## src/rtl/p2_seq_pkg.sv

```systemverilog
package p2_seq_pkg;

    typedef enum logic [2:0] {
        OP_NONE = 3'd0,
        OP_LOAD = 3'd1,
        OP_MUL  = 3'd2,
        OP_SUB  = 3'd3,
        OP_PADD = 3'd4,
        OP_SET1 = 3'd5
    } op_e;

    localparam logic [3:0] V_AX = 4'd0;
    localparam logic [3:0] V_AZ = 4'd1;
    localparam logic [3:0] V_BX = 4'd2;
    localparam logic [3:0] V_BZ = 4'd3;
    localparam logic [3:0] V_RX = 4'd4;
    localparam logic [3:0] V_RZ = 4'd5;
    localparam logic [3:0] V_R  = 4'd6;
    localparam logic [3:0] V_S  = 4'd7;
    localparam logic [3:0] V_T  = 4'd8;
    localparam logic [3:0] V_U  = 4'd9;
    localparam logic [3:0] V_D  = 4'd10;
    localparam logic [3:0] V_D1 = 4'd11;
    localparam logic [3:0] V_D2 = 4'd12;

    typedef enum logic [2:0] {
        K_INIT   = 3'd0,
        K_LDA    = 3'd1,
        K_PAIR   = 3'd2,
        K_SINGLE = 3'd3,
        K_EMPTY  = 3'd4,
        K_FINAL  = 3'd5
    } kind_e;

    typedef enum logic [1:0] {
        S_IDLE   = 2'd0,
        S_SCAN_A = 2'd1,
        S_SCAN_B = 2'd2,
        S_ISSUE  = 2'd3
    } state_e;

    typedef struct packed {
        op_e        op;
        logic [3:0] dst;
        logic [3:0] src_a;
        logic [3:0] src_b;
    } cmd_t;

endpackage

```

## src/rtl/p2_row_select.sv

```systemverilog
module p2_row_select #(
    parameter int NUM_INT  = 16,
    parameter int TBL_BITS = 24,
    parameter int MW       = 4,
    parameter int CW       = 5
) (
    input  logic [NUM_INT*TBL_BITS-1:0] tbl_rows,
    input  logic [MW-1:0]               m_sel,
    input  logic [CW-1:0]               cursor,
    output logic                        bit_set,
    output logic                        at_end
);
    logic [TBL_BITS-1:0] rows [NUM_INT];
    logic [TBL_BITS-1:0] row_sel;

    for (genvar k = 0; k < NUM_INT; k++) begin : g_row
        assign rows[k] = tbl_rows[k*TBL_BITS +: TBL_BITS];
    end

    always_comb begin
        row_sel = '0;
        for (int k = 0; k < NUM_INT; k++) begin
            if (m_sel == MW'(k)) row_sel = rows[k];
        end
    end

    always_comb begin
        bit_set = 1'b0;
        for (int j = 0; j < TBL_BITS; j++) begin
            if (cursor == CW'(j)) bit_set = row_sel[j];
        end
    end

    assign at_end = (cursor == CW'(TBL_BITS));
endmodule

```

## src/rtl/p2_cmd_rom.sv

```systemverilog
module p2_cmd_rom
    import p2_seq_pkg::*;
#(
    parameter int IW = 5
) (
    input  kind_e          kind,
    input  logic [3:0]     step,
    input  logic [IW-1:0]  idx_a,
    input  logic [IW-1:0]  idx_b,
    output cmd_t           cmd,
    output logic [IW-1:0]  mult,
    output logic           last
);
    function automatic cmd_t mk(op_e op, logic [3:0] dst, logic [3:0] a, logic [3:0] b);
        cmd_t c;
        c.op = op; c.dst = dst; c.src_a = a; c.src_b = b;
        return c;
    endfunction

    always_comb begin
        cmd  = mk(OP_NONE, 4'd0, 4'd0, 4'd0);
        mult = '0;
        last = 1'b0;
        case (kind)
            K_INIT: begin
                last = (step == 4'd3);
                case (step)
                    4'd0: begin cmd = mk(OP_LOAD, V_AX, 4'd0, 4'd0); mult = idx_a; end
                    4'd1: cmd = mk(OP_MUL, V_R, V_AZ, V_RX);
                    4'd2: cmd = mk(OP_MUL, V_S, V_AX, V_RZ);
                    default: cmd = mk(OP_SET1, V_D, 4'd0, 4'd0);
                endcase
            end
            K_LDA: begin
                last = 1'b1;
                cmd  = mk(OP_LOAD, V_AX, 4'd0, 4'd0);
                mult = idx_a;
            end
            K_PAIR: begin
                last = (step == 4'd8);
                case (step)
                    4'd0: begin cmd = mk(OP_LOAD, V_BX, 4'd0, 4'd0); mult = idx_b; end
                    4'd1: cmd = mk(OP_MUL, V_T,  V_AZ, V_RX);
                    4'd2: cmd = mk(OP_MUL, V_U,  V_AX, V_RZ);
                    4'd3: cmd = mk(OP_SUB, V_D1, V_R,  V_S);
                    4'd4: cmd = mk(OP_MUL, V_D,  V_D,  V_D1);
                    4'd5: cmd = mk(OP_MUL, V_R,  V_BZ, V_RX);
                    4'd6: cmd = mk(OP_SUB, V_D2, V_T,  V_U);
                    4'd7: cmd = mk(OP_MUL, V_D,  V_D,  V_D2);
                    default: cmd = mk(OP_MUL, V_S, V_BX, V_RZ);
                endcase
            end
            K_SINGLE: begin
                last = (step == 4'd4);
                case (step)
                    4'd0: cmd = mk(OP_SUB, V_D1, V_R,  V_S);
                    4'd1: cmd = mk(OP_MUL, V_D,  V_D,  V_D1);
                    4'd2: cmd = mk(OP_MUL, V_R,  V_AZ, V_RX);
                    4'd3: cmd = mk(OP_MUL, V_S,  V_AX, V_RZ);
                    default: cmd = mk(OP_PADD, V_RX, 4'd0, 4'd0);
                endcase
            end
            K_EMPTY: begin
                last = 1'b1;
                cmd  = mk(OP_PADD, V_RX, 4'd0, 4'd0);
            end
            default: begin
                last = (step == 4'd1);
                if (step == 4'd0) cmd = mk(OP_SUB, V_D1, V_R, V_S);
                else              cmd = mk(OP_MUL, V_D,  V_D, V_D1);
            end
        endcase
    end
endmodule

```

## src/rtl/p2_cont_seq.sv

```systemverilog
module p2_cont_seq
    import p2_seq_pkg::*;
#(
    parameter int NUM_INT  = 16,
    parameter int TBL_BITS = 24,
    localparam int IW = (TBL_BITS > 1) ? $clog2(TBL_BITS) : 1
) (
    input  logic                        clk,
    input  logic                        rst_n,
    input  logic                        start,
    input  logic [NUM_INT*TBL_BITS-1:0] tbl_rows,
    input  logic                        cmd_ready,
    output logic                        cmd_valid,
    output logic [2:0]                  cmd_op,
    output logic [3:0]                  cmd_dst,
    output logic [3:0]                  cmd_src_a,
    output logic [3:0]                  cmd_src_b,
    output logic [IW-1:0]               cmd_mult,
    output logic                        done
);
    localparam int CW = $clog2(TBL_BITS + 1);
    localparam int MW = (NUM_INT > 1) ? $clog2(NUM_INT) : 1;
    localparam logic [MW-1:0] M_LAST = MW'(NUM_INT - 1);

    typedef struct packed {
        state_e        state;
        kind_e         kind;
        logic [3:0]    step;
        logic [MW-1:0] m;
        logic [CW-1:0] cursor;
        logic [IW-1:0] idx_a;
        logic [IW-1:0] idx_b;
        logic          first;
        logic          done;
    } seq_t;

    seq_t st_q, st_d;

    logic          bit_set, at_end, rom_last;
    cmd_t          rom_cmd;
    logic [IW-1:0] rom_mult;

    p2_row_select #(
        .NUM_INT(NUM_INT), .TBL_BITS(TBL_BITS), .MW(MW), .CW(CW)
    ) u_row (
        .tbl_rows(tbl_rows),
        .m_sel   (st_q.m),
        .cursor  (st_q.cursor),
        .bit_set (bit_set),
        .at_end  (at_end)
    );

    p2_cmd_rom #(.IW(IW)) u_rom (
        .kind (st_q.kind),
        .step (st_q.step),
        .idx_a(st_q.idx_a),
        .idx_b(st_q.idx_b),
        .cmd  (rom_cmd),
        .mult (rom_mult),
        .last (rom_last)
    );

    always_comb begin
        st_d = st_q;
        case (st_q.state)
            S_IDLE: begin
                if (start) begin
                    st_d.state  = S_SCAN_A;
                    st_d.m      = '0;
                    st_d.cursor = '0;
                    st_d.first  = 1'b1;
                    st_d.done   = 1'b0;
                end
            end
            S_SCAN_A: begin
                if (at_end) begin
                    st_d.kind  = K_EMPTY;
                    st_d.step  = '0;
                    st_d.state = S_ISSUE;
                end else if (bit_set) begin
                    st_d.idx_a  = st_q.cursor[IW-1:0];
                    st_d.cursor = st_q.cursor + CW'(1);
                    st_d.kind   = st_q.first ? K_INIT : K_LDA;
                    st_d.first  = 1'b0;
                    st_d.step   = '0;
                    st_d.state  = S_ISSUE;
                end else begin
                    st_d.cursor = st_q.cursor + CW'(1);
                end
            end
            S_SCAN_B: begin
                if (at_end) begin
                    st_d.kind  = K_SINGLE;
                    st_d.step  = '0;
                    st_d.state = S_ISSUE;
                end else if (bit_set) begin
                    st_d.idx_b  = st_q.cursor[IW-1:0];
                    st_d.cursor = st_q.cursor + CW'(1);
                    st_d.kind   = K_PAIR;
                    st_d.step   = '0;
                    st_d.state  = S_ISSUE;
                end else begin
                    st_d.cursor = st_q.cursor + CW'(1);
                end
            end
            default: begin
                if (cmd_ready) begin
                    if (!rom_last) begin
                        st_d.step = st_q.step + 4'd1;
                    end else begin
                        st_d.step = '0;
                        case (st_q.kind)
                            K_INIT, K_PAIR: st_d.state = S_SCAN_A;
                            K_LDA:          st_d.state = S_SCAN_B;
                            K_SINGLE, K_EMPTY: begin
                                if (st_q.m == M_LAST) begin
                                    st_d.kind = K_FINAL;
                                end else begin
                                    st_d.m      = st_q.m + MW'(1);
                                    st_d.cursor = '0;
                                    st_d.state  = S_SCAN_A;
                                end
                            end
                            default: begin
                                st_d.state = S_IDLE;
                                st_d.done  = 1'b1;
                            end
                        endcase
                    end
                end
            end
        endcase
    end

    always_ff @(posedge clk or negedge rst_n) begin
        if (!rst_n) begin
            st_q <= '{state: S_IDLE, kind: K_INIT, step: '0, m: '0, cursor: '0,
                      idx_a: '0, idx_b: '0, first: 1'b0, done: 1'b0};
        end else begin
            st_q <= st_d;
        end
    end

    assign cmd_valid = (st_q.state == S_ISSUE);
    assign cmd_op    = cmd_valid ? rom_cmd.op    : 3'd0;
    assign cmd_dst   = cmd_valid ? rom_cmd.dst   : 4'd0;
    assign cmd_src_a = cmd_valid ? rom_cmd.src_a : 4'd0;
    assign cmd_src_b = cmd_valid ? rom_cmd.src_b : 4'd0;
    assign cmd_mult  = cmd_valid ? rom_mult      : '0;
    assign done      = st_q.done;

    AST_CMD_HOLD: assert property (@(posedge clk) disable iff (!rst_n)
        cmd_valid && !cmd_ready |=> cmd_valid && $stable(cmd_op) && $stable(cmd_dst)
            && $stable(cmd_src_a) && $stable(cmd_src_b) && $stable(cmd_mult));

    AST_DONE_QUIET: assert property (@(posedge clk) disable iff (!rst_n)
        done |-> !cmd_valid);

    AST_SCAN_STEP: assert property (@(posedge clk) disable iff (!rst_n)
        (st_q.state == S_SCAN_A || st_q.state == S_SCAN_B) && !at_end
            |=> st_q.cursor == $past(st_q.cursor) + CW'(1));

    AST_LOAD_RANGE: assert property (@(posedge clk) disable iff (!rst_n)
        cmd_valid && cmd_op == 3'd1 |-> 32'(cmd_mult) < TBL_BITS);

    AST_STEP_ADVANCE: assert property (@(posedge clk) disable iff (!rst_n)
        cmd_valid && cmd_ready && cmd_op == 3'd4 && st_q.m != M_LAST
            |=> st_q.m == $past(st_q.m) + MW'(1));

    AST_BUSY_START: assert property (@(posedge clk) disable iff (!rst_n)
        cmd_valid && !cmd_ready && start |=> cmd_valid);
endmodule

```

## config.mk

```make
export PLATFORM = sky130hd
export DESIGN_NAME = p2_cont_seq
export DESIGN_NICKNAME = d
export VERILOG_FILES = /design/src/rtl/p2_seq_pkg.sv /design/src/rtl/p2_row_select.sv /design/src/rtl/p2_cmd_rom.sv /design/src/rtl/p2_cont_seq.sv
export SDC_FILE = /design/constraint.sdc
export NUM_CORES = 1
export LEC_CHECK = 0
export CAP_MARGIN = 20
export CORE_AREA = 4 4 158 160
export CTS_BUF_LIST = sky130_fd_sc_hd__clkbuf_2 sky130_fd_sc_hd__clkbuf_4 sky130_fd_sc_hd__clkbuf_8
export DETAILED_ROUTE_END_ITERATION = 6
export DIE_AREA = 0 0 162 164
export GPL_ROUTABILITY_DRIVEN = 1
export PLACE_DENSITY = 0.65
export SLEW_MARGIN = 10
export SYNTH_ARGS = -nofsm -noshare
export SYNTH_HDL_FRONTEND = slang
export SYNTH_HIERARCHICAL = 1
export SYNTH_SLANG_ARGS = --single-unit
```

## constraint.sdc

```tcl
create_clock -name clk -period 4.5 [get_ports clk]
set_input_delay 0.9 -clock clk [delete_from_list [all_inputs] [get_ports clk]]
set_output_delay 0.9 -clock clk [all_outputs]
set_load 0.01 [all_outputs]
```

==> results of run 1 <==
-- layout make-up --
| type | count | share of cell area, % |
|---|---|---|
| inverters | 24 | 0.788 |
| flip-flops and latches | 30 | 6.68 |
| multi-input cells | 803 | 49.0 |
| diodes | 10 | 0.219 |
| repair buffers | 456 | 39.1 |
| clock buffers | 7 | 0.734 |
| well taps | 319 | 3.49 |
-- worst paths after layout --
kind	startpoint	end	slack [ns]	cells past startpoint
worst max-delay path	st_q[17]	st_q[24]	0.27	13
worst min-delay path	st_q[3]	st_q[3]	0.52	1
worst max register to register	st_q[17]	st_q[24]	0.27	13
worst min register to register	st_q[3]	st_q[3]	0.52	1
max in group asynchronous	rst_n	st_q[18]	3.15	2
min in group asynchronous	rst_n	st_q[11]	1.02	2
-- kinds of logic after synthesis --
logic type	Yosys count	share of synthesized area, %
AOI/OAI and AO/OA	368	36.2
and+or+nand+nor	322	24.8
adders and majority gates	8	1.45
muxes	104	18.7
buffers and inverters	113	7.93
DFF	30	10.9
xor gates and xnor gates	1	0.127
-- metal layers --
metal,wire (um),vias to the layer above
li1,-,4408
met1,16900,4554
met2,18900,623
met3,5110,66
met4,1040,6
met5,45,-
-- through the flow --
step	hold WS (ns)	setup slack, ns	utilization, %	cells	power [mW]
finish	0.516	0.267	48.8	1649	5.86
global route	0.539	0.0153	48.8	1646	6.23
CTS	0.524	0.392	48.7	1639	5.75
detailed placement	0.510	0.325	48.4	1632	5.51
global placement	0.510	0.406	48.4	1632	5.48
floorplan	0.480	1.18	-	946	3.77
-- sequential cells by signal, summed over array words and instances (netlist names) --
signal  count
st_q       29
done        1
-- power by group --
part           internal, mW  switching (mW)
Combinational          2.14            2.79
Clock                 0.118          0.0966
Sequential            0.358           0.361
-- layout by cell type, fill, tap and decap left out, types with 14 or more instances in the layout --
master / Yosys / final
clkdlybuf4s50_1: 0 / 409
a21oi_1: 84 / 84
o21ai_0: 83 / 83
nor2_1: 70 / 70
nand2_1: 62 / 62
mux2i_1: 52 / 52
buf_4: 11 / 45
mux2_2: 34 / 34
nor3_1: 27 / 27
dfrtp_1: 30 / 26
and2_1: 25 / 25
nor2b_1: 25 / 25
nand3_1: 22 / 22
inv_1: 21 / 21
o22ai_1: 21 / 21
nand2b_1: 20 / 20
a211oi_1: 17 / 17
mux4_2: 16 / 16
o221ai_1: 14 / 14
==> qor.yml, run 1 <==
cells_and_area:
  area_delta_synth_final_pct: 65.8
  final_nets: 1716
  finalInstanceArea_sq_mm: 0.0114
  drive_gt1_share_pct: 9.32
  multi_input_area_sq_mm: 0.00560
  nFillCells: 2391
  regArea_sq_um: 763
setup_path:
  critical_path_peak_fanout: 45
  critical_path.slowest_cell: "dfrtp_4"
  worstPathArrival_ns: 4.42
  critPathTopFamily: "compound AO/OA/AOI/OAI gates"
  cp_data_required_time_ns: 4.68
  cp_slowest_stage_delay_ns: 0.82
  cp_num_buf_inv: 1
  worstSetupEndpointType: "flop"
  critPathLaunchType: "flop"
  crit_path_frequent_cell: "o21ai_0"
  crit_chain: "buf_4 -> nor3b_1 -> o21ai_0 -> a22oi_1 -> a2111oi_0 -> o21ai_0 -> o221ai_1 -> and4b_1 -> o221ai_2 -> nor2_1 -> a211oi_2 -> a21oi_1 -> o32ai_1"
  crit_type: "reg -> reg"
grt:
  grt_first_pass_wirelength_mm: 60.4
  grt_use_met2_pct: 47.7
  grt_start_max_net_pins: 46
  antenna_found_initial: 11
  grt-ovfl-total: 0
  grt_usage_pct: 29.8
  grt_use_met3_pct: 8.86
  use_met1_pct: 39.0
  grt_busiest_layer: "met2"
  grt_pass1_vias: 9511
sta:
  finalHoldViolCount: 0
  period_share_pct: 94.1
  max-slew-margin-rel_pct: 42.1
  max_freq_mhz: 236
  finalSetupTns_ns: 0
  setup_viol_count_final: 0
  finClkSkew_ns: 0.00405
  post-route-min-period_ns: 4.23
  worstMarginPinSlew_ns: 0.847
  rsz0062_at_grt: "false"
  final-max-slew-violation-count: 0
clock_network:
  cts_tree: "built"
  cts-resized-gates: 0
  cts_max_path_buffers: 2
  cts_root_buf: "clkbuf_8"
  ctsHoldBuffers: 0
  clk_pin_slew_ns: 0.06
  worstSkewPairLatency_ns: 0.28
  postCtsSetupBuffers: 0
  cts.sinks: 30
  htreeDepth: 2
  cts_buffers: 5
logic_synthesis:
  synth.area.top_cells: "dfrtp_1, mux2i_1, a21oi_1"
  synthCells: 946
  yosys.area.top_type_share_pct: 10.9
  seq_area_frac_synth_pct: 10.9
  ys_seq_elements: 30
  ys_async_sr_fraction_pct: 100
  synthDistinctLibCells: 82
  avgSynthCellArea_sq_um: 7.29
  synthTopCellsByCount: "a21oi_1, o21ai_0, nor2_1"
  netlist_area_sq_mm: 0.00689
  synth_most_common_cell: "a21oi_1"
  synth_nets: 1342
  synth_top_area_cell: "dfrtp_1"
  yosysWarnings: 6
  synthFlopType: "dfrtp_1"
  synth_edf_count: 0
placed_design:
  hpwl_mm: 34.3
  io_buffers: 409
  postPlaceCellArea_sq_mm: 0.0113
  routabilityCongestion: 0.996
routing:
  routedWlPerCell_um: 25.5
  drtIter0Drc: 1107
  dr.pass1.iters: 6
  ant_nets: 0
  vias: 9657
  avgViaCountPerCell: 5.86
  route.detailed.drc: 0
  routed_wl_mm: 42.0
min_path:
  min_path_type: "reg -> reg"
power:
  power.density_mw_per_mm2: 513
  peakVddDrop_v: 0.000243
  leakage_nw: 4.44
status:
  status: "finished, final reports clean"
die:
  initial_core_util_pct: 29.5
  chipHeight_um: 164
  die_area_sq_mm: 0.0266
  pin_count: 410
  die_w_um: 162
  core-area_sq_mm: 0.0234
  num_rows: 56
flow_run:
  drv_cap: 0
Power figures use the tool's default switching activity.
==> run 2, diff against run 1 <==
Settings changed: SLEW_MARGIN 10 to 15.
==> results of run 2 <==
The final DEF is identical to that of run 1; final timing and power are the same.
==> run 3, diff against run 2 <==
Settings changed: CTS_CLUSTER_SIZE set to 24.
==> results of run 3 <==
The final DEF is identical to that of run 1; final timing and power are the same.
